File: src/rtl/iq_pair_rx.sv
module iq_pair_rx #(
  parameter int WORD_W = 12
) (
  input  logic              clk,
  input  logic              rst,
  input  logic              cfg_i_first,
  input  logic              cfg_tag_hi_is_i,
  input  logic              cfg_offset_bin,
  input  logic [WORD_W-1:0] bus_word,
  input  logic              bus_tag,
  output logic [WORD_W-1:0] out_i,
  output logic [WORD_W-1:0] out_q,
  output logic              out_valid
);

  localparam logic [WORD_W-1:0] SIGN_FLIP = {1'b1, {(WORD_W-1){1'b0}}};

  logic              mode_i_first, mode_hi_i, mode_bin;
  logic [WORD_W-1:0] cap_word;
  logic              cap_tag, cap_v;
  logic [WORD_W-1:0] pend_word;
  logic              pend_v;

  logic              cap_is_i, cap_first, pair_done;
  logic [WORD_W-1:0] cap_tc;

  assign cap_is_i  = (cap_tag == mode_hi_i);
  assign cap_first = (cap_is_i == mode_i_first);
  assign cap_tc    = mode_bin ? (cap_word ^ SIGN_FLIP) : cap_word;
  assign pair_done = cap_v && !cap_first && pend_v;

  always_ff @(posedge clk) begin
    if (rst) begin
      mode_i_first <= cfg_i_first;
      mode_hi_i    <= cfg_tag_hi_is_i;
      mode_bin     <= cfg_offset_bin;
      cap_word     <= '0;
      cap_tag      <= 1'b0;
      cap_v        <= 1'b0;
      pend_word    <= '0;
      pend_v       <= 1'b0;
      out_i        <= '0;
      out_q        <= '0;
      out_valid    <= 1'b0;
    end else begin
      cap_word  <= bus_word;
      cap_tag   <= bus_tag;
      cap_v     <= 1'b1;
      out_valid <= pair_done;
      if (cap_v && cap_first) begin
        pend_word <= cap_tc;
        pend_v    <= 1'b1;
      end else if (cap_v) begin
        pend_v    <= 1'b0;
      end
      if (pair_done) begin
        if (mode_i_first) begin
          out_i <= pend_word;
          out_q <= cap_tc;
        end else begin
          out_q <= pend_word;
          out_i <= cap_tc;
        end
      end
    end
  end

  a_r4_strobe_single: assert property (@(posedge clk) disable iff (rst)
    out_valid |=> !out_valid);

  a_r8_hold_outputs: assert property (@(posedge clk) disable iff (rst)
    (!out_valid && !$past(rst)) |-> ($stable(out_i) && $stable(out_q)));

  a_r9_modes_frozen: assert property (@(posedge clk) disable iff (rst)
    !$past(rst) |-> ($stable(mode_i_first) && $stable(mode_hi_i) && $stable(mode_bin)));

  a_r5_first_no_strobe: assert property (@(posedge clk) disable iff (rst)
    (cap_v && cap_first) |=> (pend_v && !out_valid));

  a_r6_orphan_dropped: assert property (@(posedge clk) disable iff (rst)
    (cap_v && !cap_first && !pend_v) |=> (!out_valid && !pend_v));

endmodule

File: config.mk
export PLATFORM = sky130hd
export DESIGN_NAME = iq_pair_rx
export DESIGN_NICKNAME = d
export VERILOG_FILES = /design/src/rtl/iq_pair_rx.sv
export SDC_FILE = /design/constraint.sdc
export NUM_CORES = 1
export LEC_CHECK = 0
export ABC_AREA = 1
export BUFFER_PORTS_ARGS = -buffer_cell sky130_fd_sc_hd__buf_2
export CAP_MARGIN = 5
export CORE_UTILIZATION = 49
export DETAILED_ROUTE_END_ITERATION = 12
export HOLD_SLACK_MARGIN = 0.15
export PLACE_DENSITY = 0.83
export SLEW_MARGIN = 20
export SYNTH_ARGS = -nofsm -noshare
export SYNTH_HDL_FRONTEND = slang
export SYNTH_SLANG_ARGS = --single-unit
File: constraint.sdc
create_clock -name clk -period 1.2 [get_ports clk]
set_input_delay 0.36 -clock clk [delete_from_list [all_inputs] [get_ports clk]]
set_output_delay 0.36 -clock clk [all_outputs]
set_load 0.03 [all_outputs]
==> results.sh, run 1 <==
export IMPL_syn_instance_count=328
export IMPL_fin_ws_ns=-0.211
export IMPL_hold_buffers=0
export IMPL_period_share_pct=118
export IMPL_drv_slew=0
export IMPL_synth_distinct_cells=22
export IMPL_cts_buffers=5
export IMPL_cts_buffer_depth=2
export IMPL_cp_slowest_stage_delay_ns=0.53
export IMPL_totalWireLength_um=6150
export IMPL_cp_endpoint="out_i[11]"
export IMPL_seqPwrFrac_pct=49.9
export IMPL_min_period_ns=1.41
export IMPL_grt_ovfl_total=0
export IMPL_cp_depth=8
export IMPL_final_common_cell="nor2_1"
export IMPL_cts_root_buffer_cell="clkbuf_8"
export IMPL_synth_top_area_share_pct=43.7
export IMPL_seq_area_frac_synth_pct=47.5
export IMPL_die_w_um=71.7
export IMPL_r2r_end="out_i[11]"
export IMPL_io_pins=43
export IMPL_p_clk_share_pct=26.7
export IMPL_worstSetupEndpointType="flip-flop"
export IMPL_synth_seq_cells=55
export IMPL_cts_sinks=55
export IMPL_rsz0062_at_grt="true"
export IMPL_syn_avg_cell_area_sq_um=7.27
export IMPL_diodes=0
export IMPL_swShare_pct=30.7
export IMPL_skew_ns=0.00883
export IMPL_hp_class="in -> reg"
export IMPL_crit_family="simple AND/OR/NAND/NOR gates"
export IMPL_grt_use_total_pct=19.7
export IMPL_via_per_inst=5.33
export IMPL_drtPass1Iterations=4
export IMPL_report_final_setup_viol=39
export IMPL_syn_num_nets=346
export IMPL_fmax_mhz=709
export IMPL_power_leakage_nw=1.48
export IMPL_gp_congestion=0.825
export IMPL_port_buffers=42
export IMPL_status="finished with violations"
export IMPL_critPathMaxFanout=5
export IMPL_grt_pass1_vias=1860
export IMPL_critPathSlowestCell="edfxtp_1"
export IMPL_drt_antenna_violating_nets=0
export IMPL_p_int_mw=2.82
export IMPL_path_cells="inv_4 > nand3_4 > nand2_8 > buf_6 > nand2_4 > nand2_1 > nand2_1 > nor2_1"
export IMPL_synthToLayoutAreaGrowth_pct=34.2
export IMPL_dpl_worst_slack_ns=-0.0862
export IMPL_path_class="reg -> reg"
export IMPL_power_total_mw=4.06
export IMPL_clkLatencyLatePin_ns=0.32
export IMPL_hpwl_um=3280
export IMPL_most_common_layout_cells="70 x nor2_1, 62 x nand2_1, 35 x dfxtp_1"
export IMPL_relSlewSlack_pct=80.9
export IMPL_yosysWarnings=0
export IMPL_post_route_drc_count=0
export IMPL_core_sq_um=4690
export IMPL_antenna_found_initial=0
export IMPL_synth_top_area_cell="dfxtp_1"
export IMPL_worstPathRequired_ns=1.44
export IMPL_crit_buf_inv=2
export IMPL_utilization_pct=68.2
export IMPL_grt_pass1_wl_um=8000
export IMPL_cp_data_arrival_time_ns=1.65
export IMPL_core_rowCount=25
export IMPL_comb_power_share_pct=23.4
export IMPL_synth_area_sq_um=2380
export IMPL_dieArea_sq_um=5150
export IMPL_nets=400
export IMPL_ff2ff_path_depth=8
export IMPL_cts_tree="done"
export IMPL_crit_path_start="mode_i_first"
export IMPL_grt_max_degree=38
export IMPL_start_util_pct=50.8
export IMPL_path_clk_slew_ns=0.09
export IMPL_wl_per_cell_um=14.1
export IMPL_cp_common_cell="nand2_1"
export IMPL_drt_iter0_markers=246
export IMPL_rr_startpoint="mode_i_first"
export IMPL_power_per_cell_area_nw_per_um2=1270
export IMPL_holdPathStages=1
export IMPL_vias=2329
export IMPL_worstMarginPinSlew_ns=0.287
export IMPL_ys_top_cells_by_area="dfxtp_1 44%, nor2_1 12%, nand2_1 11%, a21oi_1 7.1%, inv_1 4.9%"
export IMPL_finalHoldViolCount=0
export IMPL_die_y_um=71.7
export IMPL_violations="negative setup slack"
export IMPL_htree_levels=2
export IMPL_drive_above_1_share_pct=33.4
export IMPL_p_switching_mw=1.25
export IMPL_maxCapViolCount=0
export IMPL_reg2reg_slack_ns=-0.21
export IMPL_worstSetupStartpointType="flip-flop"
export IMPL_ir_drop_v=0.000612
==> layout make-up <==
cell class	instances	area, sq um
inverters	34	130
well taps	54	67.6
clock inverters	2	15.0
multi-input cells	222	1170
repair buffers	64	582
clock buffers	6	82.6
fillers	338	1490
flip-flops and latches	55	1150
==> layer usage <==
layer	wire length [um]	vias up	GRT usage (%)	part of all wire [%]
met1	2590	1080	24.1	42
met2	2930	93	32.1	48
met5	0	-	0	0
met3	395	24	5.91	6.4
met4	237	0	9.15	3.9
li1	-	1132	-	-
==> kinds of logic (layout without fill, tap and decap cells) <==
| kind of cell | count (synthesis) | after routing | share of synthesized area [%] |
|---|---|---|---|
| compound gates | 47 | 47 | 11.0 |
| xor+xnor | 1 | 1 | 0.368 |
| buf+inv | 54 | 106 | 11.1 |
| flops | 55 | 55 | 47.5 |
| simple gates | 171 | 174 | 30.0 |
==> power groups by stage <==
stage                     registers, mW  clock network [mW]  logic, mW
after detailed placement           2.05                   0      0.683
final                              2.03                1.08      0.951
after global routing               2.04                1.18       1.02
after CTS                          2.01                1.09      0.717
after global placement             2.04                   0      0.673
after floorplan                    2.10                   0      0.473
==> flip-flops by register name, indices dropped and copies added, names as in the netlist <==
| signal | count |
|---|---|
| pend_word | 12 |
| mode_i_first | 1 |
| out_q | 12 |
| out_i | 12 |
| cap_v | 1 |
| out_valid | 1 |
| mode_hi_i | 1 |
| cap_tag | 1 |
| mode_bin | 1 |
| pend_v | 1 |
| cap_word | 12 |
==> cell usage after synthesis <==
library cell  count
a21oi_1          34
buf_1             1
buf_2             9
buf_4             3
buf_6             5
clkbuf_1          2
dfxtp_1          52
edfxtp_1          3
inv_1            31
inv_2             2
inv_4             1
nand2_1          69
nand2_2           1
nand2_4           1
nand3_1          22
nand3_2           1
nand3_4           2
nand4_1           1
nor2_1           74
o21a_1           11
o21ai_0           2
xnor2_1           1
==> through the flow <==
step                hold WS (ns)  TNS [ns]  cells  area (sq um)
global route               0.208     -7.93    437          3200
finish                     0.221     -5.66    437          3200
CTS                        0.218     -2.77    426          2840
floorplan                  0.444         0    328          2390
detailed placement         0.456     -2.25    417          2660
global placement           0.451    -0.680    417          2660
==> worst min-delay path by stage <==
stage / from / to / slack [ns]
floorplan: pend_v / pend_v / 0.44
global placement: pend_v / pend_v / 0.45
detailed placement: pend_v / pend_v / 0.46
CTS: cfg_tag_hi_is_i / mode_hi_i / 0.22
global route: cfg_tag_hi_is_i / mode_hi_i / 0.21
finish: cfg_tag_hi_is_i / mode_hi_i / 0.22
==> what timing repair did <==
item,CTS,global route
setup buffers,1,6
resized for setup,27,71
gates cloned,0,5
endpoints found under the setup margin,60,60
pin swaps,3,8
(Power assumes the default switching activity.)
==> run 2, diff against run 1 <==
--- a/config.mk
+++ b/config.mk
@@ -8,11 +8,12 @@
 export ABC_AREA = 1
 export BUFFER_PORTS_ARGS = -buffer_cell sky130_fd_sc_hd__buf_2
 export CAP_MARGIN = 5
+export CORE_ASPECT_RATIO = 1.5
 export CORE_UTILIZATION = 49
 export DETAILED_ROUTE_END_ITERATION = 12
 export HOLD_SLACK_MARGIN = 0.15
 export PLACE_DENSITY = 0.83
-export SLEW_MARGIN = 20
+export SLEW_MARGIN = 5
 export SYNTH_ARGS = -nofsm -noshare
 export SYNTH_HDL_FRONTEND = slang
 export SYNTH_SLANG_ARGS = --single-unit
==> run 2 against run 1 <==
Against the previous run:
- the run still ends with negative setup slack left
- critical path depth decreased by 1
- die area rose by 0.11%
- non-clock buffer count is 5 lower
- largest power group unchanged
==> results.sh, run 2 (same netlist as run 1, synthesis figures left out) <==
export IMPL_status="finished with violations"
export IMPL_violations="negative setup slack"
export IMPL_worstPathRequired_ns=1.40
export IMPL_path_class="reg -> reg"
export IMPL_cts_root_buffer_cell="clkbuf_8"
export IMPL_drt_iter0_markers=101
export IMPL_worstMarginPinSlew_ns=0.264
export IMPL_dieArea_sq_um=5150
export IMPL_finalHoldViolCount=0
export IMPL_skew_ns=0.00435
export IMPL_placedCellCount=423
export IMPL_drv_slew=0
export IMPL_synthToLayoutAreaGrowth_pct=27.2
export IMPL_highest_layer="met4"
export IMPL_totalWireLength_um=5090
export IMPL_drt_met1_wl_um=2060
export IMPL_path_clk_slew_ns=0.09
export IMPL_power_leakage_nw=1.42
export IMPL_rsz0062_at_grt="true"
export IMPL_worstSetupStartpointType="flip-flop"
export IMPL_final_common_cell="nor2_1"
export IMPL_nets=395
export IMPL_holdPathStages=1
export IMPL_fmax_mhz=734
export IMPL_htree_levels=2
export IMPL_io_pins=43
export IMPL_start_util_pct=52.0
export IMPL_hpwl_um=3160
export IMPL_post_route_drc_count=0
export IMPL_final_cells=442
export IMPL_vias=2141
export IMPL_ir_drop_v=0.000817
export IMPL_core_rowCount=30
export IMPL_clkLatencyLatePin_ns=0.30
export IMPL_core_sq_um=4580
export IMPL_fin_ws_ns=-0.162
export IMPL_diodes=0
export IMPL_port_buffers=42
export IMPL_antenna_found_initial=0
export IMPL_grt_pass1_vias=1744
export IMPL_cts_buffers=5
export IMPL_drt_antenna_violating_nets=0
export IMPL_drtPass1Iterations=4
export IMPL_wl_per_cell_um=11.5
export IMPL_die_w_um=58.9
export IMPL_most_common_layout_cells="73 x nor2_1, 66 x nand2_1, 45 x dfxtp_1"
export IMPL_cts_tree="done"
export IMPL_power_per_cell_area_nw_per_um2=1250
export IMPL_utilization_pct=66.2
export IMPL_hold_buffers=0
export IMPL_dr_wl_met3_um=183
export IMPL_cts_sinks=55
export IMPL_grt_ovfl_total=0
export IMPL_via_per_inst=4.84
export IMPL_report_final_setup_viol=37
export IMPL_grt_pass1_wl_um=7190
export IMPL_wl_met2_um=2750
export IMPL_min_period_ns=1.36
export IMPL_die_y_um=87.4
export IMPL_grt_use_total_pct=17.9
export IMPL_ff2ff_path_depth=7
export IMPL_maxCapViolCount=0
export IMPL_fill_cells=404
export IMPL_relSlewSlack_pct=82.3
export IMPL_hp_class="in -> reg"
export IMPL_gp_congestion=0.832
export IMPL_cp_data_arrival_time_ns=1.56
export IMPL_period_share_pct=113
export IMPL_worstSetupEndpointType="flip-flop"
export IMPL_critPathMaxFanout=17
export IMPL_cts_buffer_depth=2
export IMPL_drive_above_1_share_pct=25.1
export IMPL_grt_max_degree=38
[run 2: cell types whose count changed in the layout (fill, tap and decap cells not counted), sizes merged]
cell / change
buf: -5
clkinvlp: +1
clkinv: +1
clkbuf: -1
inv: -1
[run 2: critical path: stages (launching register included)]
cell and delay (ns):
edfxtp_1 0.45, inv_2 0.09, nand2_1 0.08, nand3_4 0.12, nand2_4 0.11, buf_6 0.17, a21oi_1 0.16, nor2_1 0.07
[run 2: final timing paths]
path	from	endpoint	slack, ns
worst max-delay path	mode_hi_i	out_q[9]	-0.16
worst min-delay path	cfg_i_first	mode_i_first	0.23
worst max register to register	mode_hi_i	out_q[9]	-0.16
worst min register to register	out_q[5]	out_q[5]	0.48
[run 2: power breakdown]
part,switching [mW],leakage (nW),internal [mW],total [mW]
Clock,0.551,0.0392,0.397,0.948
Sequential,0.0647,0.459,1.95,2.02
Combinational,0.492,0.919,0.347,0.839
Total,1.11,1.42,2.70,3.80
[run 2: final cells by class]
class / count / area, sq um / share of cell area (%)
clock buffer: 5 / 68.8 / 2.27
sequential: 55 / 1140 / 37.6
tap: 64 / 80.1 / 2.64
multi-input combinational: 222 / 1080 / 35.6
timing repair buffer: 59 / 519 / 17.1
clock inverter: 3 / 15.0 / 0.495
inverter: 34 / 130 / 4.29
[run 2: per-stage QoR]
stage                     setup WS, ns  hold slack (ns)  total power [mW]  setup TNS (ns)  cell area, sq um
after floorplan                0.00609            0.444              2.58               0              2390
after global placement         -0.0321            0.453              2.70          -0.373              2660
after detailed placement        -0.100            0.465              2.72           -1.80              2660
after CTS                      -0.0840            0.222              3.66           -2.01              2800
after global routing            -0.238            0.215              3.99           -6.96              3030
final                           -0.162            0.227              3.80           -4.33              3030
[run 2: per-layer routing]
| layer | GRT usage (%) | vias to the layer above |
|---|---|---|
| met2 | 32.6 | 62 |
| li1 | - | 1116 |
| met4 | 6.93 | 0 |
| met3 | 3.71 | 7 |
| met5 | 0 | - |
| met1 | 19.8 | 956 |
[run 2: timing repair]
item,in CTS,in global routing
gates cloned,0,4
gates resized for setup,18,47
buffers inserted,1,6
setup endpoints to repair,50,58
pin swaps,0,4
==> run 3, diff against run 2 <==
--- a/config.mk
+++ b/config.mk
@@ -5,14 +5,14 @@
 export SDC_FILE = /design/constraint.sdc
 export NUM_CORES = 1
 export LEC_CHECK = 0
-export ABC_AREA = 1
 export BUFFER_PORTS_ARGS = -buffer_cell sky130_fd_sc_hd__buf_2
 export CAP_MARGIN = 5
 export CORE_ASPECT_RATIO = 1.5
-export CORE_UTILIZATION = 49
+export CORE_UTILIZATION = 55
 export DETAILED_ROUTE_END_ITERATION = 12
+export GPL_ROUTABILITY_DRIVEN = 0
 export HOLD_SLACK_MARGIN = 0.15
-export PLACE_DENSITY = 0.83
+export PLACE_DENSITY = 0.88
 export SLEW_MARGIN = 5
 export SYNTH_ARGS = -nofsm -noshare
 export SYNTH_HDL_FRONTEND = slang
==> constraint.sdc (replaced) <==
create_clock -name clk -period 1.3 [get_ports clk]
set_input_delay 0.39 -clock clk [delete_from_list [all_inputs] [get_ports clk]]
set_output_delay 0.39 -clock clk [all_outputs]
set_load 0.03 [all_outputs]
==> run 3 against run 2 <==
Against the previous run:
- the flow still finishes with violations (negative setup slack)
- core utilization increased by 2.3 points
- critical path depth decreased by 3
- final area is 4.8% lower
- critical endpoint is now pend_word[1]
- via count down 20%
==> results.sh, run 3 <==
export IMPL_synth_top_area_share_pct=43.6
export IMPL_synth_seq_cells=55
export IMPL_path_class="reg -> reg"
export IMPL_fin_ws_ns=-0.191
export IMPL_die_w_um=55.8
export IMPL_placed_cell_area_sq_um=2680
export IMPL_synth_adder_area_share_pct=0
export IMPL_placedCellCount=293
export IMPL_worstSetupStartpointType="flip-flop"
export IMPL_final_cells=303
export IMPL_grt_max_degree=35
export IMPL_via_per_inst=5.68
export IMPL_diodes=0
export IMPL_synth_distinct_cells=30
export IMPL_vias=1721
export IMPL_setup_tns_ns=-5.44
export IMPL_ir_drop_v=0.00112
export IMPL_synth_compound_area_share_pct=24.6
export IMPL_dieArea_sq_um=4610
export IMPL_synthMuxAreaShare_pct=9.64
export IMPL_synth_top_area_cell="dfxtp_1"
export IMPL_fill_cells=312
export IMPL_syn_avg_cell_area_sq_um=11.3
export IMPL_start_util_pct=56.7
export IMPL_fmax_mhz=671
export IMPL_cp_slowest_stage_delay_ns=0.48
export IMPL_status="finished with violations"
export IMPL_io_pins=43
export IMPL_cts_tree="done"
export IMPL_cts_root_buffer_cell="clkbuf_8"
export IMPL_drive_above_1_share_pct=48.2
export IMPL_synthToLayoutAreaGrowth_pct=20.9
export IMPL_drv_slew=0
export IMPL_report_final_setup_viol=37
export IMPL_hold_buffers=0
export IMPL_period_share_pct=115
export IMPL_syn_num_nets=229
export IMPL_hp_class="in -> reg"
export IMPL_final_cell_area_sq_um=2890
export IMPL_totalWireLength_um=4940
export IMPL_die_y_um=82.7
export IMPL_synth_top_family_by_area="compound AO/OA/AOI/OAI gates"
export IMPL_synth_async_sr_flop_share_pct=0
export IMPL_synth_area_sq_um=2390
export IMPL_skew_ns=0.00582
export IMPL_power_leakage_nw=1.14
export IMPL_critPathMaxFanout=17
export IMPL_power_per_cell_area_nw_per_um2=1270
export IMPL_path_clk_slew_ns=0.10
export IMPL_maxCapViolCount=0
export IMPL_utilization_pct=68.6
export IMPL_drt_iter0_markers=45
export IMPL_synth_simple_area_share_pct=8.12
export IMPL_clkLatencyLatePin_ns=0.31
export IMPL_drtPass1Iterations=4
export IMPL_path_cells="xnor3_2 > clkbuf_16 > o21ai_1 > a21oi_1"
export IMPL_seqCellArea_sq_um=1130
export IMPL_final_common_cell="dfxtp_1"
export IMPL_post_route_drc_count=0
export IMPL_synth_most_common_cell="dfxtp_1"
export IMPL_most_common_layout_cells="51 x dfxtp_1, 35 x buf_2, 23 x mux2i_1"
export IMPL_min_period_ns=1.49
export IMPL_critPathSlowestCell="xnor3_2"
export IMPL_grt_pass1_vias=1532
export IMPL_port_buffers=42
export IMPL_htree_levels=2
export IMPL_yosys_top_cells_count="52 x dfxtp_1, 23 x mux2i_1, 20 x a211oi_2, 20 x a21oi_1, 16 x a21oi_2"
export IMPL_yosysWarnings=0
export IMPL_multi_input_area_sq_um=1140
export IMPL_finalHoldViolCount=0
export IMPL_synth_edf_count=3
export IMPL_antenna_found_initial=0
export IMPL_worstPathRequired_ns=1.51
export IMPL_crit_buf_inv=1
export IMPL_cts_buffers=5
export IMPL_cp_data_arrival_time_ns=1.70
export IMPL_synth_ff_type="dfxtp_1"
export IMPL_worstMarginPinSlew_ns=0.520
export IMPL_crit_family="XOR/XNOR gates"
export IMPL_worstSetupEndpointType="flip-flop"
export IMPL_drt_antenna_violating_nets=0
export IMPL_core_rowCount=29
export IMPL_wl_per_cell_um=16.3
export IMPL_core_sq_um=4210
export IMPL_syn_instance_count=211
export IMPL_grt_ovfl_total=0
export IMPL_ys_top_cells_by_area="dfxtp_1 44%, a211oi_2 10%, mux2i_1 9.6%, a21oi_2 5.9%, a21oi_1 4.2%"
export IMPL_synth_xor_area_share_pct=2.41
export IMPL_cts_sinks=55
export IMPL_grt_pass1_wl_um=7520
export IMPL_hpwl_um=3040
export IMPL_rsz0062_at_grt="true"
export IMPL_nets=274
export IMPL_violations="negative setup slack"
export IMPL_seq_area_frac_synth_pct=47.4
export IMPL_relSlewSlack_pct=65.3
export IMPL_cts_buffer_depth=2
export IMPL_grt_use_total_pct=20.8
[run 3: area by class of cell]
| class | instances | share of cell area (%) |
|---|---|---|
| multi-input cells | 132 | 39.6 |
| flip-flops and latches | 55 | 39.2 |
| repair buffers | 59 | 15.8 |
| clock buffers | 5 | 2.38 |
| well taps | 46 | 1.99 |
| clock inverters | 3 | 0.650 |
| inverters | 3 | 0.390 |
[run 3: power by group]
part           switching [mW]  internal (mW)  total (mW)  leakage, nW
Sequential             0.0738           1.80        1.87        0.455
Combinational           0.502          0.356       0.858        0.639
Clock                   0.555          0.380       0.935       0.0483
Total                    1.13           2.53        3.66         1.14
[run 3: path summary, 6_finish.rpt]
check                                  start      endpoint  slack [ns]  cells past startpoint
worst max register to register  mode_i_first  pend_word[1]       -0.19                      4
worst min register to register     out_i[11]     out_i[11]        0.46                      2
worst max-delay path            mode_i_first  pend_word[1]       -0.19                      4
worst min-delay path             cfg_i_first  mode_i_first        0.25                      1
[run 3: what timing repair did]
item | 4_1_cts | 5_1_grt
setup endpoints to repair | 37 | 42
pin swaps | 3 | 2
setup buffers | 0 | 1
gates resized for setup | 13 | 18
cloned | 0 | 1
[run 3: worst reg2reg max path, stage by stage, from the launching register on]
cell,delay [ns]
edfxtp_1,0.44
xnor3_2,0.48
clkbuf_16,0.23
o21ai_1,0.15
a21oi_1,0.09
[run 3: metal layers]
| metal | global-route usage (%) | routed length (um) |
|---|---|---|
| met5 | 0 | 0 |
| met4 | 8.50 | 90 |
| met3 | 3.43 | 159 |
| met2 | 35.8 | 2570 |
| met1 | 26.1 | 2120 |
[run 3: logic make-up (layout without fill, tap and decap cells)]
family,count (synthesis),after routing
buf+inv,24,70
simple gates,33,33
xor+xnor,3,3
mux,23,23
flops,55,55
compound gates,73,73
[run 3: per-stage QoR]
step,hold WS (ns),setup WS (ns),power (mW)
2_1_floorplan,0.456,-0.102,2.47
3_3_place_gp,0.459,-0.0930,2.63
3_5_place_dp,0.467,-0.115,2.65
4_1_cts,0.246,-0.138,3.60
5_1_grt,0.243,-0.237,3.80
6_report,0.250,-0.191,3.66
